==> config.mk <==
export PLATFORM = sky130hd
export DESIGN_NAME = bitmask_walker
export DESIGN_NICKNAME = d
export VERILOG_FILES = /design/src/rtl/bmw_pkg.sv /design/src/rtl/bmw_feed.sv /design/src/rtl/bmw_tree.sv /design/src/rtl/bmw_tag_pipe.sv /design/src/rtl/bitmask_walker.sv
export SDC_FILE = /design/constraint.sdc
export NUM_CORES = 1
export LEC_CHECK = 0
export BUFFER_PORTS_ARGS = -buffer_cell sky130_fd_sc_hd__clkbuf_2
export CORE_MARGIN = 3
export CORE_UTILIZATION = 50
export CTS_BUF_LIST = sky130_fd_sc_hd__clkbuf_8
export DETAILED_ROUTE_END_ITERATION = 12
export PLACE_DENSITY = 0.68
export SYNTH_ARGS = -nofsm -noshare
export SYNTH_HDL_FRONTEND = slang
export SYNTH_SLANG_ARGS = --single-unit
export TNS_END_PERCENT = 5
==> constraint.sdc <==
create_clock -name clk -period 5.32 [get_ports clk]
set_clock_uncertainty 0.1 [all_clocks]
set_input_delay 0.266 -clock clk [delete_from_list [all_inputs] [get_ports clk]]
set_output_delay 0.266 -clock clk [all_outputs]
set_load 0.03 [all_outputs]
==> src/rtl/bmw_pkg.sv <==
// Package: shared types for the set-bit enumerator.
// Assumes: nothing beyond IEEE 1800-2017.
package bmw_pkg;

    // Sideband that travels beside each snapshot through the tree.
    typedef struct packed {
        logic valid;   // stage holds an entry
        logic last;    // entry is the final one of its mask
        logic empty;   // mask had no set bits
    } bmw_tag_t;

endpackage

==> src/rtl/bmw_feed.sv <==
// Module: input stage. Holds the remaining bits of the current mask and
// removes the lowest set bit on every advance, so that a fresh snapshot
// enters the tree each cycle.
// Assumes: adv is the global advance; a mask is taken only with load_ready.
module bmw_feed #(
    parameter int W = 32
) (
    input  logic                clk,
    input  logic                rst_n,
    input  logic                adv,
    input  logic                load_valid,
    input  logic [W-1:0]        load_mask,
    output logic                load_ready,
    output logic [W-1:0]        leaf_bits,
    output bmw_pkg::bmw_tag_t   tag_out
);

    logic [W-1:0] bits_q;
    logic         valid_q;
    logic [W-1:0] rest_c;
    logic         final_c;

    // Snapshot that follows once the lowest set bit has been served.
    assign rest_c  = bits_q & (bits_q - W'(1));
    assign final_c = (rest_c == '0);

    // Accept a mask when idle or when the current mask is on its final entry.
    assign load_ready = adv && (!valid_q || final_c);

    assign leaf_bits     = bits_q;
    assign tag_out.valid = valid_q;
    assign tag_out.last  = final_c;
    assign tag_out.empty = (bits_q == '0);

    // Load a new mask or step to the next snapshot of the current one.
    always_ff @(posedge clk) begin
        if (!rst_n) begin
            valid_q <= 1'b0;
            bits_q  <= '0;
        end else if (adv) begin
            if (load_valid && load_ready) begin
                valid_q <= 1'b1;
                bits_q  <= load_mask;
            end else if (valid_q && !final_c) begin
                bits_q  <= rest_c;
            end else begin
                valid_q <= 1'b0;
                bits_q  <= '0;
            end
        end
    end

    // an accepted mask is what the input stage holds afterwards.
    p_take_mask_r7: assert property (@(posedge clk) disable iff (!rst_n)
        load_valid && load_ready |=> valid_q && (bits_q == $past(load_mask)));

    // each advance on a non-final snapshot serves exactly one bit.
    p_one_bit_served_r2: assert property (@(posedge clk) disable iff (!rst_n)
        adv && valid_q && !final_c |=>
            valid_q && ($countones(bits_q) + 1 == $countones($past(bits_q))));

endmodule

==> src/rtl/bmw_tree.sv <==
// Module: pipelined binary reduction tree. The leaves are the snapshot bits;
// each internal node registers whether its subtree has a set bit and the
// index of the lowest one, preferring its lower-index child.
// Assumes: W is a power of two, W >= 2. Nodes use heap numbering: node n
// has children 2n and 2n+1; leaf i is number W+i; node 1 is the root.
module bmw_tree #(
    parameter int W    = 32,
    parameter int IW   = $clog2(W)
) (
    input  logic           clk,
    input  logic           rst_n,
    input  logic           adv,
    input  logic [W-1:0]   leaf_bits,
    output logic           root_any,
    output logic [IW-1:0]  root_idx
);

    logic [W-1:1]             any_q;
    logic [W-1:1][IW-1:0]     idx_q;
    logic [2*W-1:1]           all_any;
    logic [2*W-1:1][IW-1:0]   all_idx;

    // Gather leaves and registered nodes into one heap-numbered view.
    always_comb begin
        all_any = {leaf_bits, any_q};
        for (int n = 1; n < W; n++) begin
            all_idx[n] = idx_q[n];
        end
        for (int i = 0; i < W; i++) begin
            all_idx[W + i] = IW'(i);
        end
    end

    // One register level per tree depth; the lower-index child wins.
    always_ff @(posedge clk) begin
        if (!rst_n) begin
            any_q <= '0;
            idx_q <= '0;
        end else if (adv) begin
            for (int n = 1; n < W; n++) begin
                any_q[n] <= all_any[2*n] | all_any[2*n + 1];
                idx_q[n] <= all_any[2*n] ? all_idx[2*n] : all_idx[2*n + 1];
            end
        end
    end

    assign root_any = any_q[1];
    assign root_idx = idx_q[1];

endmodule

==> src/rtl/bmw_tag_pipe.sv <==
// Module: sideband delay line that keeps valid, last and empty aligned with
// the tree, one register per tree level.
// Assumes: DEPTH >= 1 and equals the number of tree register levels.
module bmw_tag_pipe #(
    parameter int DEPTH = 5
) (
    input  logic                clk,
    input  logic                rst_n,
    input  logic                adv,
    input  bmw_pkg::bmw_tag_t   tag_in,
    output bmw_pkg::bmw_tag_t   tag_out
);

    bmw_pkg::bmw_tag_t tag_q [DEPTH];

    // Shift the sideband forward whenever the pipeline advances.
    always_ff @(posedge clk) begin
        if (!rst_n) begin
            for (int k = 0; k < DEPTH; k++) begin
                tag_q[k] <= '0;
            end
        end else if (adv) begin
            tag_q[0] <= tag_in;
            for (int k = 1; k < DEPTH; k++) begin
                tag_q[k] <= tag_q[k-1];
            end
        end
    end

    assign tag_out = tag_q[DEPTH-1];

endmodule

==> src/rtl/bitmask_walker.sv <==
// Module: top of the set-bit enumerator. Lists the index of every set bit of
// a loaded mask in ascending order, one per cycle, with a final-entry flag
// and an empty-mask entry. A single advance signal stalls all stages.
// Assumes: WIDTH is a power of two, WIDTH >= 2.
module bitmask_walker #(
    parameter  int WIDTH = 32,
    localparam int IDX_W = $clog2(WIDTH)
) (
    input  logic              clk,
    input  logic              rst_n,
    input  logic              load_valid,
    input  logic [WIDTH-1:0]  load_mask,
    output logic              load_ready,
    input  logic              out_ready,
    output logic              out_valid,
    output logic [IDX_W-1:0]  out_index,
    output logic              out_last,
    output logic              out_empty
);

    localparam int DEPTH = IDX_W;

    logic               adv;
    logic [WIDTH-1:0]   leaf_bits;
    bmw_pkg::bmw_tag_t  tag_s0;
    bmw_pkg::bmw_tag_t  tag_out;
    logic               root_any;
    logic [IDX_W-1:0]   root_idx;

    // Everything moves unless an entry waits on a busy consumer.
    assign adv = !out_valid || out_ready;

    bmw_feed #(.W(WIDTH)) u_feed (
        .clk        (clk),
        .rst_n      (rst_n),
        .adv        (adv),
        .load_valid (load_valid),
        .load_mask  (load_mask),
        .load_ready (load_ready),
        .leaf_bits  (leaf_bits),
        .tag_out    (tag_s0)
    );

    bmw_tree #(.W(WIDTH), .IW(IDX_W)) u_tree (
        .clk       (clk),
        .rst_n     (rst_n),
        .adv       (adv),
        .leaf_bits (leaf_bits),
        .root_any  (root_any),
        .root_idx  (root_idx)
    );

    bmw_tag_pipe #(.DEPTH(DEPTH)) u_tags (
        .clk     (clk),
        .rst_n   (rst_n),
        .adv     (adv),
        .tag_in  (tag_s0),
        .tag_out (tag_out)
    );

    assign out_valid = tag_out.valid;
    assign out_last  = tag_out.valid && tag_out.last;
    assign out_empty = tag_out.valid && tag_out.empty;
    assign out_index = (tag_out.valid && root_any) ? root_idx : '0;

    // Checking aid only: remembers the previous index of the current mask.
    logic              seen_q;
    logic [IDX_W-1:0]  prev_q;

    // Track whether a mask is part-way through and what it last produced.
    always_ff @(posedge clk) begin
        if (!rst_n) begin
            seen_q <= 1'b0;
            prev_q <= '0;
        end else if (out_valid && out_ready) begin
            seen_q <= !out_last;
            prev_q <= out_index;
        end
    end

    // a stalled entry stays put.
    p_hold_stalled_r8: assert property (@(posedge clk) disable iff (!rst_n)
        out_valid && !out_ready |=>
            out_valid && $stable(out_index) && $stable(out_last) && $stable(out_empty));

    // an empty entry is also final and carries index 0.
    p_empty_entry_r6: assert property (@(posedge clk) disable iff (!rst_n)
        out_empty |-> out_last && (out_index == '0));

    // within one mask, indices strictly increase.
    p_ascending_r2: assert property (@(posedge clk) disable iff (!rst_n)
        out_valid && seen_q |-> (out_index > prev_q) && !out_empty);

    // a taken non-final entry is followed at once by the next one.
    p_no_gap_r4: assert property (@(posedge clk) disable iff (!rst_n)
        out_valid && out_ready && !out_last |=> out_valid);

endmodule

==> flow_metrics.tcl <==
set metrics [dict create \
    status "complete, no violations" \
    grt_start_max_net_pins 94 \
    ctsRootBufferMaster "sky130_fd_sc_hd__clkbuf_8" \
    mostFrequentLayoutCells "sky130_fd_sc_hd__dfxtp_1 (133), sky130_fd_sc_hd__nand2_1 (99), sky130_fd_sc_hd__nor2_1 (84), sky130_fd_sc_hd__a21oi_1 (46), sky130_fd_sc_hd__clkbuf_2 (44)" \
    hold_start "rst_n" \
    timing.critical_path.to_type "primary output" \
    detailedRoute.firstIterationViolations 340 \
    post-cts-setup-buffer-count 0 \
    synth_area_sq_um 6280 \
    area.growth.synth_to_final_pct 15.2 \
    cts_tree "yes" \
    setup_violations 0 \
    cts_num_sinks 148 \
    clock.fmax_mhz 280 \
    setup.reg_to_reg.worst_slack_ns 2.43 \
    post-route-util_pct 59.5 \
    crit_arrival_ns 3.21 \
    globalplace.congestion 0.926 \
    timing.slew.headroom_pct 24.6 \
    buffer_ports.inserted 44 \
    synth_enable_flop_cells 15 \
    route.detailed.wl_per_inst_um 15.1 \
    synth_fp_nets 763 \
    detailroute.via_count 5200 \
    rsz0062_at_grt "false" \
    finalSetupTns_ns 0 \
    pre_cts_setup_slack_ns 2.23 \
    gr-usage-all-layers_pct 21.0 \
    layout.filler_cells 1106 \
    grt_first_pass_wirelength_um 23800 \
    shortest_period_the_worst_path_allows_ns 3.57 \
    seq_cells_post_synth 148 \
    routed_via_density 5.50 \
    min-delay-path-class "in -> reg" \
    drtPass1Iterations 7 \
    r2r_cells 7 \
    detailed_place_hpwl_um 9190 \
    cts_buffers 17 \
    netlist-cell-type-count 47 \
    cts-resized-gates 0 \
    hold_path_end "u_tree.all_idx[135]" \
    final_max_slew_viol_count 0 \
    synth.avg_cell_area_sq_um 8.64 \
    route.antenna.remaining_nets 0 \
    ctsHoldBuffers 33 \
    post_synth_arst_share_pct 0 \
    design.final.nets 800 \
    die_height_um 118 \
    power.ir.vdd_worst_mv 0.193 \
    synth_ff_type "sky130_fd_sc_hd__dfxtp_1" \
    cellLeakagePower_nw 3.07 \
    dpl.cell_count 880 \
    drcViolationCount 0 \
    grt_antenna_before_repair 0 \
    final_common_cell "sky130_fd_sc_hd__dfxtp_1" \
    synth.area.top_cells "sky130_fd_sc_hd__dfxtp_1 (42%), sky130_fd_sc_hd__edfxtp_1 (7.2%), sky130_fd_sc_hd__nand2_1 (5.9%)" \
    finalHoldViolCount 0 \
    post-synth-top-area-fraction_pct 42.4 \
    yosysTopAreaCell "sky130_fd_sc_hd__dfxtp_1" \
    least_setup_slack_across_all_paths_after_layout_ns 1.75 \
    power.density_cell_area_nw_per_um2 335 \
    globalRouteOverflowTotal 0 \
    worstSkewPairLatency_ns 0.45 \
    total_length_of_routed_wires_um 14300 \
    rows 40 \
    yosys_warnings 0 \
    ios 45 \
    final-instance-count-excl-fill 945 \
    cts-root-to-sink-buffers 2 \
    cts.htree.levels 4 \
    critical_path_peak_fanout 33 \
    worst_r2r_endpoint "u_feed.leaf_bits[11]" \
    timing.hold.worst_path_depth 3 \
    worst_setup_hold_path_clk_slew_ns 0.08 \
    number_of_global_route_vias_before_repair 4828 \
    die_area_sq_um 13900 \
    crit_type "reg -> out" \
    timing.critical_path.from_type "flop" \
    antenna_cells_inserted 0 \
    final_layout_size_suffix_gt1_share_pct 11.6 \
    ys_seq_area_share_pct 49.6 \
    placeableCoreArea_sq_um 12200 \
    max-cap-violations 0 \
    worstReg2RegStart "u_tags.tag_q[0][14]" \
    syn-instance-count 727 \
    worst-slew-pin-transition_ns 1.13 \
    timing.final.crit_share_pct 67.2 \
    critPathRequiredTime_ns 4.95 \
    starting_density_pct 51.6 \
    die_x_um 118 \
]
[stage by stage]
step                area, sq um  hold slack, ns  power, W
CTS                        7240           0.254   0.00245
finish                     7240           0.279   0.00243
detailed placement         6500           0.328   0.00156
floorplan                  6280           0.299   0.00148
global route               7240           0.278   0.00254
global placement           6500           0.325   0.00155
[power by group]
part / leakage, nW / switching [W] / internal, W / total (W)
sequential: 1.28 / 0.0000707 / 0.00120 / 0.00127
combinational: 1.57 / 0.000154 / 0.000128 / 0.000282
clock: 0.216 / 0.000402 / 0.000474 / 0.000876
[cell type report]
class | instances | area [sq um] | share of cell area, %
flip-flops and latches | 148 | 3110 | 43.0
multi-input cells | 507 | 2880 | 39.8
repair buffers | 83 | 596 | 8.23
clock buffers | 22 | 303 | 4.18
well taps | 168 | 210 | 2.90
clock inverters | 10 | 108 | 1.49
inverters | 7 | 26.3 | 0.363
[worst max-delay path, stage by stage, from the launching register on]
cell                        delay (ns)
sky130_fd_sc_hd__dfxtp_1          0.42
sky130_fd_sc_hd__nor4_4           0.46
sky130_fd_sc_hd__nand3_1          0.27
sky130_fd_sc_hd__nor2_1           0.33
sky130_fd_sc_hd__o2111ai_1        0.23
sky130_fd_sc_hd__nor4_4           0.34
sky130_fd_sc_hd__a31oi_2          0.11
sky130_fd_sc_hd__buf_4            0.25
sky130_fd_sc_hd__nor2_1           0.12
sky130_fd_sc_hd__clkbuf_2         0.21
[cell families after synthesis]
group | share of synthesized area, %
compound gates | 18.5
fa+ha+maj | 0.159
buf+inv | 4.74
flops | 49.6
mux | 4.14
simple gates | 22.9
[worst max path at each step]
stage | endpoint | slack, ns | from | cells after the start
floorplan | load_ready | 2.38 | u_feed.leaf_bits[0] | 9
global placement | load_ready | 2.28 | u_feed.leaf_bits[0] | 9
detailed placement | load_ready | 2.23 | u_feed.leaf_bits[0] | 9
CTS | load_ready | 1.71 | u_feed.leaf_bits[0] | 9
global route | load_ready | 1.52 | u_feed.leaf_bits[16] | 9
finish | load_ready | 1.75 | u_feed.leaf_bits[0] | 9
[layer usage]
metal / vias up / global-route usage, % / share of wire (%)
li1: 2648 / - / -
met1: 2404 / 28.7 / 48
met2: 131 / 32.2 / 45
met3: 17 / 5.29 / 4.7
met4: 0 / 8.13 / 1.6
met5: - / 0 / 0
[synth_stat cells (3+ instances only)]
cell type	n
sky130_fd_sc_hd__a211oi_1	37
sky130_fd_sc_hd__nand2_1	99
sky130_fd_sc_hd__inv_1	6
sky130_fd_sc_hd__mux2i_1	26
sky130_fd_sc_hd__dfxtp_1	133
sky130_fd_sc_hd__nor3b_1	17
sky130_fd_sc_hd__clkbuf_1	52
sky130_fd_sc_hd__nor4_1	7
sky130_fd_sc_hd__nor2_1	85
sky130_fd_sc_hd__and3_1	25
sky130_fd_sc_hd__edfxtp_1	15
sky130_fd_sc_hd__buf_6	3
sky130_fd_sc_hd__a21oi_1	46
sky130_fd_sc_hd__buf_2	4
sky130_fd_sc_hd__nand3_1	5
sky130_fd_sc_hd__nor3_1	37
sky130_fd_sc_hd__nand4_1	4
sky130_fd_sc_hd__nand3b_1	3
sky130_fd_sc_hd__o21ai_1	27
sky130_fd_sc_hd__o21ai_0	34
sky130_fd_sc_hd__buf_1	6
sky130_fd_sc_hd__o311a_1	4
sky130_fd_sc_hd__o211a_1	18
sky130_fd_sc_hd__nor2b_1	5
[state kept, by name (all words and copies together) (netlist names)]
name	cells
u_tree.root_idx	5
u_feed.leaf_bits	32
u_tags.tag_q	15
u_tree.any_q	31
u_feed.valid_q	1
u_tree.all_idx	64
Power figures use the tool's default switching activity.
